$ cat src/rtl/xlat_pkg.sv
package xlat_pkg;
  localparam int ENT_VALID = 0;
  localparam int ENT_RD    = 1;
  localparam int ENT_WR    = 2;
  localparam int ENT_EX    = 3;
  localparam int ENT_DIRTY = 4;

  typedef enum logic [1:0] {
    ACC_READ  = 2'd0,
    ACC_WRITE = 2'd1,
    ACC_EXEC  = 2'd2,
    ACC_RSVD  = 2'd3
  } acc_e;

  typedef enum logic [2:0] {
    FLT_NONE   = 3'd0,
    FLT_BOUNDS = 3'd1,
    FLT_DIR    = 3'd2,
    FLT_LEAF   = 3'd3,
    FLT_PERM   = 3'd4
  } fault_e;
endpackage

$ cat src/rtl/xlat_cfg.sv
module xlat_cfg #(
  parameter int ADDR_W = 32,
  parameter int LEN_W  = 11
) (
  input  logic              clk,
  input  logic              rst_n,
  input  logic              cfg_we,
  input  logic              cfg_sel,
  input  logic [ADDR_W-1:0] cfg_wdata,
  output logic [ADDR_W-1:0] base_o,
  output logic [LEN_W-1:0]  len_o
);
  always_ff @(posedge clk) begin
    if (!rst_n) begin
      base_o <= '0;
      len_o  <= '0;
    end else if (cfg_we) begin
      if (cfg_sel) len_o  <= cfg_wdata[LEN_W-1:0];
      else         base_o <= cfg_wdata;
    end
  end
endmodule

$ cat src/rtl/xlat_perm.sv
module xlat_perm
  import xlat_pkg::*;
#(
  parameter int ENT_W = 32
) (
  input  logic [ENT_W-1:0] entry_i,
  input  acc_e             kind_i,
  output fault_e           fault_o,
  output logic             need_dirty_o
);
  logic allowed;

  always_comb begin
    unique case (kind_i)
      ACC_READ:  allowed = entry_i[ENT_RD];
      ACC_WRITE: allowed = entry_i[ENT_WR];
      ACC_EXEC:  allowed = entry_i[ENT_EX];
      default:   allowed = 1'b0;
    endcase
    if (!entry_i[ENT_VALID])  fault_o = FLT_LEAF;
    else if (!allowed)        fault_o = FLT_PERM;
    else                      fault_o = FLT_NONE;
    need_dirty_o = entry_i[ENT_VALID] && allowed && (kind_i == ACC_WRITE)
                   && !entry_i[ENT_DIRTY];
  end
endmodule

$ cat src/rtl/xlat_fsm.sv
module xlat_fsm
  import xlat_pkg::*;
#(
  parameter int ADDR_W = 32,
  parameter int OFS_W  = 12,
  parameter int IDX_W  = 10,
  parameter int LEN_W  = IDX_W + 1
) (
  input  logic              clk,
  input  logic              rst_n,
  input  logic              req_valid,
  output logic              req_ready,
  input  logic [ADDR_W-1:0] req_vaddr,
  input  acc_e              req_kind,
  output logic              rsp_valid,
  input  logic              rsp_ready,
  output logic [ADDR_W-1:0] rsp_paddr,
  output fault_e            rsp_fault,
  output logic              mem_req_valid,
  input  logic              mem_req_ready,
  output logic              mem_req_write,
  output logic [ADDR_W-1:0] mem_req_addr,
  output logic [ADDR_W-1:0] mem_req_wdata,
  input  logic              mem_rsp_valid,
  input  logic [ADDR_W-1:0] mem_rsp_data,
  input  logic [ADDR_W-1:0] base_i,
  input  logic [LEN_W-1:0]  len_i
);
  localparam int FRM_W   = ADDR_W - OFS_W;
  localparam int DIR_LSB = OFS_W + IDX_W;

  typedef enum logic [2:0] {
    S_IDLE, S_DIR_REQ, S_DIR_WAIT, S_LEAF_REQ, S_LEAF_WAIT, S_DIRTY_REQ, S_RESP
  } st_e;

  st_e               state;
  logic [ADDR_W-1:0] vaddr_q;
  acc_e              kind_q;
  logic [ADDR_W-1:0] dir_addr_q;
  logic [FRM_W-1:0]  tbl_frame_q;
  logic [ADDR_W-1:0] leaf_q;
  logic [ADDR_W-1:0] paddr_q;
  fault_e            fault_q;

  logic [IDX_W-1:0]  dir_idx;
  logic [IDX_W-1:0]  leaf_idx_q;
  logic              out_of_range;
  logic [ADDR_W-1:0] leaf_addr;
  fault_e            leaf_fault;
  logic              need_dirty;

  assign dir_idx      = req_vaddr[ADDR_W-1:DIR_LSB];
  assign leaf_idx_q   = vaddr_q[DIR_LSB-1:OFS_W];
  assign out_of_range = {1'b0, dir_idx} >= len_i;
  assign leaf_addr    = {tbl_frame_q, {OFS_W{1'b0}}} + ADDR_W'({leaf_idx_q, 2'b00});

  xlat_perm #(.ENT_W(ADDR_W)) u_perm (
    .entry_i      (mem_rsp_data),
    .kind_i       (kind_q),
    .fault_o      (leaf_fault),
    .need_dirty_o (need_dirty)
  );

  always_ff @(posedge clk) begin
    if (!rst_n) begin
      state       <= S_IDLE;
      vaddr_q     <= '0;
      kind_q      <= ACC_READ;
      dir_addr_q  <= '0;
      tbl_frame_q <= '0;
      leaf_q      <= '0;
      paddr_q     <= '0;
      fault_q     <= FLT_NONE;
    end else begin
      unique case (state)
        S_IDLE: if (req_valid) begin
          vaddr_q    <= req_vaddr;
          kind_q     <= req_kind;
          dir_addr_q <= base_i + ADDR_W'({dir_idx, 2'b00});
          if (out_of_range) begin
            fault_q <= FLT_BOUNDS;
            paddr_q <= '0;
            state   <= S_RESP;
          end else begin
            state <= S_DIR_REQ;
          end
        end
        S_DIR_REQ: if (mem_req_ready) state <= S_DIR_WAIT;
        S_DIR_WAIT: if (mem_rsp_valid) begin
          if (!mem_rsp_data[ENT_VALID]) begin
            fault_q <= FLT_DIR;
            paddr_q <= '0;
            state   <= S_RESP;
          end else begin
            tbl_frame_q <= mem_rsp_data[ADDR_W-1:OFS_W];
            state       <= S_LEAF_REQ;
          end
        end
        S_LEAF_REQ: if (mem_req_ready) state <= S_LEAF_WAIT;
        S_LEAF_WAIT: if (mem_rsp_valid) begin
          leaf_q <= mem_rsp_data;
          if (leaf_fault != FLT_NONE) begin
            fault_q <= leaf_fault;
            paddr_q <= '0;
            state   <= S_RESP;
          end else begin
            fault_q <= FLT_NONE;
            paddr_q <= {mem_rsp_data[ADDR_W-1:OFS_W], vaddr_q[OFS_W-1:0]};
            state   <= need_dirty ? S_DIRTY_REQ : S_RESP;
          end
        end
        S_DIRTY_REQ: if (mem_req_ready) state <= S_RESP;
        S_RESP: if (rsp_ready) state <= S_IDLE;
        default: state <= S_IDLE;
      endcase
    end
  end

  always_comb begin
    req_ready     = (state == S_IDLE);
    rsp_valid     = (state == S_RESP);
    rsp_paddr     = paddr_q;
    rsp_fault     = fault_q;
    mem_req_valid = (state == S_DIR_REQ) || (state == S_LEAF_REQ) || (state == S_DIRTY_REQ);
    mem_req_write = (state == S_DIRTY_REQ);
    mem_req_addr  = (state == S_DIR_REQ) ? dir_addr_q : leaf_addr;
    mem_req_wdata = leaf_q | (ADDR_W'(1) << ENT_DIRTY);
  end

  assert_rsp_hold_R10: assert property (@(posedge clk) disable iff (!rst_n)
    rsp_valid && !rsp_ready |=> rsp_valid && $stable(rsp_paddr) && $stable(rsp_fault));

  assert_mem_hold_R11: assert property (@(posedge clk) disable iff (!rst_n)
    mem_req_valid && !mem_req_ready |=> mem_req_valid && $stable(mem_req_addr)
      && $stable(mem_req_write) && $stable(mem_req_wdata));

  assert_single_R2: assert property (@(posedge clk) disable iff (!rst_n)
    $onehot0({req_ready, mem_req_valid, rsp_valid}));

  assert_dirty_kind_R9: assert property (@(posedge clk) disable iff (!rst_n)
    mem_req_valid && mem_req_write |-> kind_q == ACC_WRITE && leaf_q[ENT_WR]);

  assert_bounds_R5: assert property (@(posedge clk) disable iff (!rst_n)
    req_valid && req_ready && out_of_range |=> rsp_valid && rsp_fault == FLT_BOUNDS);
endmodule

$ cat src/rtl/xlat_walker.sv
module xlat_walker
  import xlat_pkg::*;
#(
  parameter int ADDR_W = 32,
  parameter int OFS_W  = 12,
  parameter int IDX_W  = 10
) (
  input  logic        clk,
  input  logic        rst_n,
  input  logic        req_valid,
  output logic        req_ready,
  input  logic [31:0] req_vaddr,
  input  logic [1:0]  req_kind,
  output logic        rsp_valid,
  input  logic        rsp_ready,
  output logic [31:0] rsp_paddr,
  output logic [2:0]  rsp_fault,
  output logic        mem_req_valid,
  input  logic        mem_req_ready,
  output logic        mem_req_write,
  output logic [31:0] mem_req_addr,
  output logic [31:0] mem_req_wdata,
  input  logic        mem_rsp_valid,
  input  logic [31:0] mem_rsp_data,
  input  logic        cfg_we,
  input  logic        cfg_sel,
  input  logic [31:0] cfg_wdata
);
  localparam int LEN_W = IDX_W + 1;

  logic [ADDR_W-1:0] base_w;
  logic [LEN_W-1:0]  len_w;
  fault_e            fault_w;

  xlat_cfg #(.ADDR_W(ADDR_W), .LEN_W(LEN_W)) u_cfg (
    .clk       (clk),
    .rst_n     (rst_n),
    .cfg_we    (cfg_we),
    .cfg_sel   (cfg_sel),
    .cfg_wdata (cfg_wdata),
    .base_o    (base_w),
    .len_o     (len_w)
  );

  xlat_fsm #(.ADDR_W(ADDR_W), .OFS_W(OFS_W), .IDX_W(IDX_W), .LEN_W(LEN_W)) u_fsm (
    .clk           (clk),
    .rst_n         (rst_n),
    .req_valid     (req_valid),
    .req_ready     (req_ready),
    .req_vaddr     (req_vaddr),
    .req_kind      (acc_e'(req_kind)),
    .rsp_valid     (rsp_valid),
    .rsp_ready     (rsp_ready),
    .rsp_paddr     (rsp_paddr),
    .rsp_fault     (fault_w),
    .mem_req_valid (mem_req_valid),
    .mem_req_ready (mem_req_ready),
    .mem_req_write (mem_req_write),
    .mem_req_addr  (mem_req_addr),
    .mem_req_wdata (mem_req_wdata),
    .mem_rsp_valid (mem_rsp_valid),
    .mem_rsp_data  (mem_rsp_data),
    .base_i        (base_w),
    .len_i         (len_w)
  );

  assign rsp_fault = fault_w;
endmodule

$ cat config.mk
export PLATFORM = sky130hd
export DESIGN_NAME = xlat_walker
export DESIGN_NICKNAME = d
export VERILOG_FILES = /design/src/rtl/xlat_pkg.sv /design/src/rtl/xlat_cfg.sv /design/src/rtl/xlat_perm.sv /design/src/rtl/xlat_fsm.sv /design/src/rtl/xlat_walker.sv
export SDC_FILE = /design/constraint.sdc
export NUM_CORES = 1
export LEC_CHECK = 0
export BUFFER_PORTS_ARGS = -buffer_cell sky130_fd_sc_hd__buf_4
export CAP_MARGIN = 10
export CORE_MARGIN = 2
export CORE_UTILIZATION = 25
export DETAILED_ROUTE_END_ITERATION = 10
export GPL_TIMING_DRIVEN = 1
export PLACE_DENSITY = 0.51
export SETUP_SLACK_MARGIN = 0.5
export SYNTH_ARGS = -nofsm -noshare
export SYNTH_HDL_FRONTEND = slang
export SYNTH_SLANG_ARGS = --single-unit
$ cat constraint.sdc
create_clock -name clk -period 2.3 [get_ports clk]
set_input_delay 0.46 -clock clk [delete_from_list [all_inputs] [get_ports clk]]
set_output_delay 0.46 -clock clk [all_outputs]
set_load 0.05 [all_outputs]
**Word level (Yosys, flattened, before mapping)**

Index checks and enable logic that the tools add are counted.

- Bits in registers: 189
- Input bits: 106
- Logic and storage cells: 78

- $add $sub $neg: 2
- Magnitude comparators: 1
- Eq/ne operators: 17
- Mux-type cells: 30
- Bitwise gates (word level): 1
- Reduce and logical (&&, ||, !) cells: 17

Operators with widths:

| cell | count |
|---|---|
| 2-to-1 mux 32 bit | 7 |
| case mux 32 bit (3 select lines) | 1 |
| adder 32 x 12 -> 32 bit | 2 |
| 2-to-1 mux 3 bit | 18 |
| case mux 3 bit (7 select lines) | 1 |
| != test 2 bit, second input constant | 7 |
| >= comparator 10 x 11 -> 1 bit | 1 |
| equality test 3 bit, second input constant | 3 |
| case mux 3 bit (3 select lines) | 1 |
| AND reduction 2 bit | 4 |
| AND reduction 7 bit | 1 |
| equality test 3 x 2 -> 1 bit, second input constant | 2 |
| AND reduction 6 bit | 1 |
| nonzero test 3 bit | 2 |
| != test 2 x 1 -> 1 bit, second input constant | 2 |
| equality test 3 x 1 -> 1 bit, second input constant | 1 |
| logical AND 1 bit | 3 |
| zero test 3 bit | 1 |
| case mux 1 bit (3 select lines) | 1 |
| AND reduction 3 bit | 1 |
| equality test 2 x 1 -> 1 bit, second input constant | 1 |
| equality test 2 bit, second input constant | 1 |
| zero test 2 bit | 1 |
| logical OR 1 bit | 2 |
| other kinds (3) | 3 |

**Longest topological paths before layout**

Gate-level depths: netlist (run 1).

- Word-level depth: 9
- Gate-level depth with buffers: 10
- Depth with buffers taken out: 8

**By module**

From an unflattened synthesis (run 1), not the netlist that was laid out.

- Cell total of the unflattened synthesis: 1038
- Area, all modules: 8787.2 um^2

By module, submodules not included:

| module | times used | cells each | area each (um^2) | sequential area each (um^2) |
|---|---|---|---|---|
| xlat_fsm | 1 | 855 | 7038.0 | 2902.8 |
| xlat_cfg | 1 | 176 | 1697.9 | 860.8 |
| xlat_perm | 1 | 7 | 51.3 | 0.0 |

**Least setup slack after synthesis (run 1)**

No wires, ideal clock.

- Kind: register -> register
- Start: register u_fsm.state[0]
- End: register u_fsm.dir_addr_q[5]
- Arrival: 2496 ps
- Required time: 2172 ps
- Slack: -324 ps
- Cell stages (with the launch flop): 7
- Buffers on the path: 2
- Clock period less this slack: 2624 ps
- Path through: dfxtp_1 -> buf_2 -> nor3_1 -> nand2_1 -> clkbuf_1 -> a21oi_1 -> nor2_1

- Longest elaborated chain between the ends: 2

RTL lines:

| item | RTL line | source |
|---|---|---|
| start, declared | xlat_fsm.sv:36 | `st_e state;` |
| start signal, assigned | xlat_fsm.sv:109 | `state <= need_dirty ? S_DIRTY_REQ : S_RESP;` |
| zero test 3 bit | -- |  |
| net req_ready | xlat_walker.sv:11 | `output logic req_ready,` |
| AND reduction 2 bit (no source line) | -- |  |
| end signal, assigned | xlat_fsm.sv:79 | `dir_addr_q <= base_i + ADDR_W'({dir_idx, 2'b00});` |
| end, declared | xlat_fsm.sv:39 | `logic [ADDR_W-1:0] dir_addr_q;` |

The timed path passes the listed nets, and every way through them passes these cells.
A chain may end at the register's enable or synchronous reset.

**Worst setup path in the final report (run 1)**

- Start: register u_fsm.state[0]
- End: output mem_req_addr[19]

- Longest elaborated chain between the ends: 2

RTL lines:

| item | RTL line | source |
|---|---|---|
| equality test 3 x 1 -> 1 bit | xlat_fsm.sv:126 | `mem_req_addr = (state == S_DIR_REQ) ? dir_addr_q : leaf_addr;` |
| 2-to-1 mux 32 bit | xlat_fsm.sv:126 |  |
| end, declared | xlat_walker.sv:21 | `output logic [31:0] mem_req_addr,` |

Every way passes these cells.

==> results of run 1 <==
==> how the worst min path moves through the flow <==
stage | from | end | slack [ns] | depth (start not counted)
floorplan | u_fsm.dir_addr_q[11] | u_fsm.dir_addr_q[11] | 0.43 | 2
global placement | u_cfg.base_o[0] | u_fsm.dir_addr_q[0] | 0.44 | 2
detailed placement | u_fsm.vaddr_q[3] | u_fsm.rsp_paddr[3] | 0.45 | 2
CTS | mem_rsp_data[11] | u_fsm.leaf_q[11] | 0.24 | 3
global route | mem_rsp_data[8] | u_fsm.leaf_q[8] | 0.24 | 3
finish | mem_rsp_data[10] | u_fsm.leaf_q[10] | 0.26 | 3
==> tightest hold or removal path: cells and delay by family <==
kind / cells / cell delay, ns
compound gates: 1 / 0.04
buf+inv: 1 / 0.12
simple gates: 1 / 0.04
==> metal layers <==
layer	vias up	GRT usage
met5	-	0
met4	0	0.0397
met3	23	0.0300
met2	154	0.251
met1	3737	0.207
li1	3968	-
==> logic make-up (layout without fill, tap and decap cells) <==
family / Yosys count / after routing / synth area share
XOR/XNOR: 22 / 22 / 0.0232
flip-flops: 188 / 188 / 0.454
adder cells (fa/ha/maj): 21 / 21 / 0.0326
AND/OR/NAND/NOR: 423 / 423 / 0.212
multiplexers: 66 / 66 / 0.0842
other: 1 / 1 / 0.000452
AO/OA/AOI/OAI: 221 / 221 / 0.149
buffers and inverters: 83 / 351 / 0.0448
==> layout by cell type (no fill, tap or decap), types with 10 or more instances in the layout <==
master / netlist / layout
nand2_1: 332 / 276
buf_4: 2 / 207
dfxtp_1: 188 / 177
a21oi_1: 150 / 94
buf_6: 1 / 56
a21oi_2: 1 / 55
nand2_4: 0 / 49
mux2i_1: 36 / 36
mux2_4: 0 / 30
clkbuf_16: 0 / 25
o21ai_0: 29 / 20
nor2_1: 22 / 18
buf_12: 0 / 17
xnor2_1: 19 / 14
ha_4: 0 / 12
nand3_1: 11 / 11
buf_8: 3 / 10
==> sequential cells by signal, indices dropped and copies added (netlist names) <==
register / count
u_fsm.leaf_q: 31
u_fsm.kind_q: 2
u_fsm.rsp_paddr: 32
u_fsm.vaddr_q: 22
u_cfg.base_o: 32
u_fsm.rsp_fault: 3
u_fsm.dir_addr_q: 32
u_fsm.state: 3
u_fsm.tbl_frame_q: 20
u_cfg.len_o: 11
==> metrics by stage <==
| stage | instances | util |
|---|---|---|
| after floorplan | 1025 | - |
| after global placement | 1645 | 0.329 |
| after detailed placement | 1645 | 0.329 |
| after CTS | 1705 | 0.380 |
| after global routing | 1735 | 0.415 |
| final | 1735 | 0.415 |
==> layout make-up <==
class / count / area (um2) / share of cell area
Inverter: 15 / 68.8 / 0.00508
Multi-Input combinational cell: 754 / 5490 / 0.405
Sequential cell: 188 / 3780 / 0.279
Tap cell: 442 / 553 / 0.0408
Timing Repair Buffer: 304 / 3040 / 0.224
Clock inverter: 12 / 161 / 0.0119
Clock buffer: 20 / 457 / 0.0337
==> where the power goes <==
group          switching (W)  internal, W
clock                0.00137      0.00178
combinational        0.00299      0.00270
sequential          0.000286      0.00368
total                0.00464      0.00816
==> timing repair <==
item                                    CTS  global route
pin swaps                                47            59
endpoints found under the setup margin  120           160
gates cloned                              7            11
hold buffers                              0             0
setup buffers                            21            19
gates resized for setup                 167           195
==> summary.md, run 1 <==
| Metric | Value |
|---|---|
| Status | `finished with violations` |
| Failing checks | `negative setup slack` |
| Pre-antenna DRT Iters | `4` |
| MaxCap Viol Count | `0` |
| Share of cells above drive strength 1 | `0.439` |
| Final hold viol count | `0` |
| Post-synth top area cell | `dfxtp_1` |
| Hold slack | `0.258 ns` |
| Mapped cell area | `between 8000 and 9000 um2` |
| Layout Skew | `0.0113 ns` |
| Top cell type's share of synthesized area | `0.454` |
| Routed wl met2 | `14,100 um` |
| DRT met1 WL | `13,000 um` |
| Overall Global Routing Usage | `0.153` |
| Cell family with most CP delay | `buffers and inverters` |
| Initial antenna violation count | `0` |
| Final number of max-transition violations | `0` |
| Critical path, cell by cell | `inv_4 > nor3_4 > buf_6 > buf_12 > mux2_4 > buf_8` |
| CTS tree | `built` |
| Hold Crit Class | `in2reg` |
| Drt wl/cell | `roughly 17 um` |
| Max layer used | `met4` |
| Die Width | `186 um` |
| Top-count cell post-synth | `nand2_1` |
| Post-synthesis area per instance | `between 8 and 9 um2` |
| Clk slew on worst S/H paths | `0.08 ns` |
| Synth cell count leaders | `nand2_1 (332), dfxtp_1 (188), a21oi_1 (150)` |
| CP endpoint kind | `primary output` |
| ANT cells | `0` |
| CTS Buffer Depth | `2` |
| R2R cell count | `9` |
| Vias post-DR | `7,882` |
| Critical Path End | `mem_req_addr[19]` |
| Worst-Skew Late Latency | `0.44 ns` |
| DP HPWL | `18,400 um` |
| Synth unique cells | `56` |
| DRT iter0 DRCs | `313` |
| Largest vdd supply drop | `560 uV` |
| Static Leak | `between 5 and 6 nW` |
| Largest net degree at the start of global routing | `46` |
| RR Endpoint | `u_fsm.rsp_paddr[9]` |
| Total chip power | `0.0128 W` |
| H-Tree Depth | `4` |
| Num rows | `66` |
| Sequential fraction of the synthesis area | `0.454` |
| Starting Density | `0.254` |
| CP Class | `reg2out` |
| First-pass GRT wire length | `41,300 um` |
| Total gr overflow | `0` |
| Max incr delay on CP | `0.35 ns` |
| Post-synth EDFFs | `0` |
| Met3 wire len | `1210 um` |
| Highest achievable clock rate | `0.434 GHz` |
| Core area | `32,600 um2` |
| Final WL | `28,800 um` |
| Sink Count | `188` |
| Unrepaired setup endpoints after global routing | `yes` |
| Area grow syn2layout | `63.4%` |
| Filler cell count | `3,164` |
| Port Buf Inserts | `207` |
| Design area | `roughly 14,000 um2` |
| Slowest-stage cell, CP | `dfxtp_2` |
| Count of boundary I/O pins | `209` |
| Synth Register Bits | `188` |
| Pre-CTS WS | `-0.150 ns` |
| Die area | `34,700 um2` |
| Flop-to-flop setup slack | `0.07 ns` |
| Fin nets | `between 1,000 and 1,500` |
| Die span in y | `around 190 um` |
| Vias in the first global route | `roughly 7,300` |
| Synth area leaders | `dfxtp_1 (45%), nand2_1 (15%), a21oi_1 (9.1%)` |
| WP depth | `6` |
| Clock root buffer | `clkbuf_16` |
| Final GP Congestion | `approximately 0.8` |
| Crit-path max FO | `8` |
| Final worst-path cycle share | `1.00` |
| Crit path time final | `~2.3 ns` |
| Setup slack after layout | `-0.00475 ns` |
| Synth Warn # | `0` |
| Critical R2R Launch | `u_fsm.state[1]` |
| Ys async rst share | `0` |
| WP data arrival | `around 1.8 ns` |
| Routed Antenna Nets | `0` |
| DRC Markers | `0` |
| Syn Inst Count | `between 1,000 and 1,500` |
| Final Setup Violations | `3` |
| Setup TNS | `-0.0107 ns` |
| CP Buf/Inv Count | `4` |
| Cell Pwr Density | `approximately 950 nW/um2` |
| Critical path startpoint category | `flop` |
| Synthesized Nets | `approximately 1,200` |
| DR vias/cell | `~4.5` |
| Synth Flop Type | `dfxtp_1` |
| TritonCTS buffer count | `17` |
| Worst path required time | `around 1.8 ns` |
| Placed cell areas | `between 10,000 and 15,000 um2` |
| Crit path launch | `u_fsm.state[0]` |
(Power assumes the default switching activity.)
==> run 2: changes to the inputs <==
Settings changed: SKIP_LAST_GASP set to 1.
==> run 2 against run 1 <==
Net effect:
- the run still ends with negative setup slack left
- via count down 0.95%
- count of clock-buffer cells in the layout unchanged
- power down 1.8%
- worst hold slack better by 0.0031 ns
- core utilization down 1.6 points
- setup slack worse by 0.0040 ns
- flip-flop and latch count unchanged
- largest power group unchanged
- sequential power about the same
- critical path depth unchanged
- maximum frequency down 0.17%
- highest routed layer unchanged
- critical endpoint is now mem_req_addr[31]
- combinational power down 4.2%
==> summary.md, run 2 (synthesis gave the netlist of run 1 again) <==
| Metric | Value |
|---|---|
| Count of boundary I/O pins | `209` |
| Fin nets | `about 1,400` |
| MaxCap Viol Count | `0` |
| Vias post-DR | `7,807` |
| Worst path required time | `1.84 ns` |
| ANT cells | `0` |
| Final hold viol count | `0` |
| Worst-Skew Late Latency | `0.44 ns` |
| Non-filler cells, final | `~1,700` |
| Overall Global Routing Usage | `0.153` |
| Final WL | `28,300 um` |
| Layout Skew | `between 0.01 and 0.015 ns` |
| Vias in the first global route | `7,242` |
| TritonCTS buffer count | `17` |
| CTS Buffer Depth | `2` |
| Final number of max-transition violations | `0` |
| Core Util, Final | `0.399` |
| DRT iter0 DRCs | `359` |
| Crit-path max FO | `8` |
| CP endpoint kind | `primary output` |
| Placed Instances | `1,645` |
| Static Leak | `5.25 nW` |
| Core area | `between 30,000 and 40,000 um2` |
| Design area | `13,000 um2` |
| Setup slack after layout | `-0.00875 ns` |
| Filler cell count | `3,226` |
| Final Setup Violations | `5` |
| Failing checks | `negative setup slack` |
| CTS tree | `built` |
| WP data arrival | `1.85 ns` |
| Pre-antenna DRT Iters | `4` |
| Flop-to-flop setup slack | `0.09 ns` |
| Final GP Congestion | `approximately 0.79` |
| Routed Antenna Nets | `0` |
| Placed cell areas | `10,700 um2` |
| Highest achievable clock rate | `around 0.43 GHz` |
| Starting Density | `0.254` |
| CP Class | `reg2out` |
| Most frequent cells in the layout | `nand2_1 (315), buf_4 (208), dfxtp_1 (178)` |
| Num rows | `66` |
| Clock root buffer | `clkbuf_16` |
| Area grow syn2layout | `57.1%` |
| DP HPWL | `18,400 um` |
| Largest net degree at the start of global routing | `46` |
| Hold-fix buffers at CTS | `0` |
| Unrepaired setup endpoints after global routing | `yes` |
| Commonest non-fill, non-tap cell in the layout | `nand2_1` |
| Critical path startpoint category | `flop` |
| Final worst-path cycle share | `1.00` |
| Total chip power | `approximately 0.013 W` |
| Status | `finished with violations` |
| Cell Pwr Density | `just under 1000 nW/um2` |
| DR vias/cell | `4.51` |
| Die span in y | `186 um` |
| Die Width | `186 um` |
| Hold slack | `0.261 ns` |
| Clk slew on worst S/H paths | `around 0.080 ns` |
| Share of cells above drive strength 1 | `0.381` |
| Largest vdd supply drop | `506 uV` |
| DRC Markers | `0` |
| Drt wl/cell | `16.4 um` |
| First-pass GRT wire length | `between 40,000 and 50,000 um` |
| Crit path time final | `2.31 ns` |
| Hold Crit Class | `in2reg` |
| Total gr overflow | `0` |
| Die area | `roughly 35,000 um2` |
| Port Buf Inserts | `207` |
| Sink Count | `188` |
| Initial antenna violation count | `0` |
| H-Tree Depth | `4` |
==> run 2: metal layers <==
layer | GRT usage | part of all wire | vias up
met3 | 0.0302 | 0.039 | 16
met1 | 0.206 | 0.46 | 3698
met2 | 0.249 | 0.49 | 146
met4 | 0.0403 | 0.013 | 0
li1 | - | - | 3947
met5 | 0 | 0 | -
==> run 2: what timing repair did <==
item / in CTS / in global routing
gates cloned: 7 / 12
setup buffers: 21 / 13
pin swaps: 45 / 60
endpoints found under the setup margin: 120 / 160
resized for setup: 130 / 106
==> run 2: worst paths after layout <==
path / from / endpoint / cells after the start
setup / recovery: u_fsm.state[0] / mem_req_addr[31] / 6
hold / removal: cfg_wdata[5] / u_cfg.len_o[5] / 3
hold reg to reg: u_fsm.leaf_q[3] / u_fsm.leaf_q[3] / 2
setup reg to reg: u_fsm.state[1] / u_fsm.rsp_fault[0] / 9
==> run 2: worst max-delay path: stages, from the launching register on <==
cell,delay [ns]
dfxtp_2,0.35
inv_4,0.04
nor3_4,0.21
buf_6,0.17
buf_12,0.15
mux2_4,0.32
buf_6,0.16
==> run 2: metrics by stage <==
stage | setup slack (ns) | setup TNS (ns)
floorplan | 0.117 | 0
global placement | -0.103 | -2.00
detailed placement | -0.150 | -3.59
CTS | -0.0805 | -1.45
global route | -0.0913 | -2.18
finish | -0.00875 | -0.0258
==> run 2: final cells by class <==
type                    instances  area [um2]  area share
multi-input cells             754        5030       0.386
flip-flops and latches        188        3780       0.290
repair buffers                299        2980       0.229
well taps                     442         553      0.0424
clock buffers                  20         457      0.0351
clock inverters                12         161      0.0124
inverters                      15        68.8     0.00528
==> run 2: where the power goes <==
part | switching (W) | leakage [nW] | internal (W) | total, W
combinational | 0.00281 | 3.43 | 0.00263 | 0.00545
sequential | 0.000284 | 1.53 | 0.00368 | 0.00397
clock | 0.00138 | 0.293 | 0.00178 | 0.00316
total | 0.00447 | 5.25 | 0.00810 | 0.0126
==> run 3: changes to the inputs <==
Settings changed: CTS_BUF_LIST set to sky130_fd_sc_hd__clkbuf_4 sky130_fd_sc_hd__clkbuf_8, SKIP_LAST_GASP 1 to not set.
==> run 3 against run 2 <==
Net effect:
- critical path depth did not move
- sequential power barely moved
- largest cell class unchanged
- sequential share of layout area rose by 0.75 points
- count of clock-buffer cells in the layout did not move
- non-clock buffer count fell by 10
- die area did not move
- final cell count fell by 0.58%
- the flow still finishes with violations (negative setup slack)
==> summary.md, run 3 (synthesis gave the netlist of run 1 again) <==
| Metric | Value |
|---|---|
| Clk slew on worst S/H paths | `between 0.1 and 0.15 ns` |
| Clock root buffer | `clkbuf_8` |
| Pre-antenna DRT Iters | `4` |
| Largest vdd supply drop | `451 uV` |
| Setup TNS | `-1.80 ns` |
| Final GP Congestion | `0.790` |
| CTS Buffer Depth | `2` |
| Routed Antenna Nets | `0` |
| Cell Pwr Density | `907 nW/um2` |
| Overall Global Routing Usage | `0.155` |
| H-Tree Depth | `4` |
| Final hold viol count | `0` |
| Critical path startpoint category | `flop` |
| Vias post-DR | `between 7,000 and 8,000` |
| Static Leak | `between 5 and 6 nW` |
| Setup slack after layout | `-0.0831 ns` |
| Largest net degree at the start of global routing | `46` |
| Die span in y | `between 150 and 200 um` |
| Port Buf Inserts | `207` |
| Status | `finished with violations` |
| Core area | `around 33,000 um2` |
| Commonest non-fill, non-tap cell in the layout | `nand2_1` |
| Share of cells above drive strength 1 | `0.379` |
| Unrepaired setup endpoints after global routing | `yes` |
| Hold Crit Class | `in2reg` |
| Final number of max-transition violations | `0` |
| Most frequent cells in the layout | `nand2_1 (314), buf_4 (204), dfxtp_1 (176)` |
| Die area | `34,700 um2` |
| CTS tree | `built` |
| Crit path time final | `2.38 ns` |
| ANT cells | `0` |
| Sink Count | `188` |
| DRT iter0 DRCs | `roughly 350` |
| Crit-path max FO | `8` |
| DRC Markers | `0` |
| Pre-CTS WS | `-0.150 ns` |
| Placed Instances | `approximately 1,600` |
| Final WL | `27,800 um` |
| Non-filler cells, final | `roughly 1,700` |
| CP Class | `reg2out` |
| Hold-fix buffers at CTS | `0` |
| MaxCap Viol Count | `0` |
| Initial antenna violation count | `0` |
| WP data arrival | `1.92 ns` |
| Count of boundary I/O pins | `209` |
| Final worst-path cycle share | `1.04` |
| Final Setup Violations | `30` |
| DR vias/cell | `~4.5` |
| Num rows | `66` |
| Drt wl/cell | `16.2 um` |
| Layout Skew | `0.0198 ns` |
| Worst-Skew Late Latency | `0.50 ns` |
| Vias in the first global route | `7,289` |
| Worst path required time | `1.84 ns` |
| Fin nets | `1,392` |
| DP HPWL | `18,400 um` |
| Highest achievable clock rate | `0.420 GHz` |
| CP endpoint kind | `primary output` |
| Filler cell count | `roughly 3,300` |
| Starting Density | `0.254` |
| TritonCTS buffer count | `17` |
| First-pass GRT wire length | `41,300 um` |
| Die Width | `186 um` |
| Failing checks | `negative setup slack` |
| Total gr overflow | `0` |
| Area grow syn2layout | `53.3%` |
run 3: cell types whose count changed in the layout (fill, tap and decap cells not counted), sizes merged:
cell | previous run | this run
clkbuf | 29 | 23
buf | 290 | 285
bufbuf | 0 | 1
run 3: worst paths after layout:
check | startpoint | end | slack (ns) | cells after the start
worst max-delay path | u_fsm.state[0] | mem_req_addr[31] | -0.08 | 6
worst min-delay path | mem_rsp_data[10] | u_fsm.leaf_q[10] | 0.19 | 3
worst max register to register | u_fsm.state[1] | u_fsm.rsp_paddr[9] | 0.12 | 9
worst min register to register | u_fsm.vaddr_q[2] | u_fsm.rsp_paddr[2] | 0.46 | 2
run 3: through the flow:
| step | total power, W | util | hold WS (ns) | area (um2) |
|---|---|---|---|---|
| after floorplan | 0.00666 | - | 0.431 | 8620 |
| after global placement | 0.00764 | 0.329 | 0.442 | 10700 |
| after detailed placement | 0.00766 | 0.329 | 0.446 | 10700 |
| after CTS | 0.0113 | 0.376 | 0.159 | 12300 |
| after global routing | 0.0121 | 0.390 | 0.156 | 12700 |
| final | 0.0115 | 0.390 | 0.192 | 12700 |
run 3: per-layer routing:
layer  up-vias  global-route usage  part of all wire
li1       3928                   -                 -
met1      3694               0.207              0.46
met2       146               0.251              0.48
met3        16              0.0341             0.045
met4         0              0.0425             0.011
met5         -                   0                 0
run 3: cell type report:
| class | instances | area [um2] | share of cell area |
|---|---|---|---|
| timing repair buffer | 289 | 2830 | 0.222 |
| inverter | 15 | 68.8 | 0.00541 |
| clock buffer | 20 | 269 | 0.0212 |
| clock inverter | 12 | 161 | 0.0127 |
| multi-input combinational | 754 | 5050 | 0.397 |
| tap | 442 | 553 | 0.0435 |
| sequential | 188 | 3780 | 0.298 |
run 3: power breakdown:
part | switching, W | internal, W
logic | 0.00269 | 0.00242
clock network | 0.00130 | 0.00115
registers | 0.000282 | 0.00368
total | 0.00427 | 0.00725
run 3: timing repair:
| action | 4_1_cts | 5_1_grt |
|---|---|---|
| pin swaps | 43 | 48 |
| gates resized for setup | 164 | 73 |
| buffers inserted | 18 | 12 |
| gates cloned | 9 | 4 |
| endpoints found under the setup margin | 125 | 159 |
run 3: critical path: stages, from the launching register on:
cell	delay (ns)
dfxtp_2	0.37
inv_4	0.04
nor3_4	0.21
buf_6	0.17
buf_12	0.15
mux2_4	0.33
buf_6	0.16
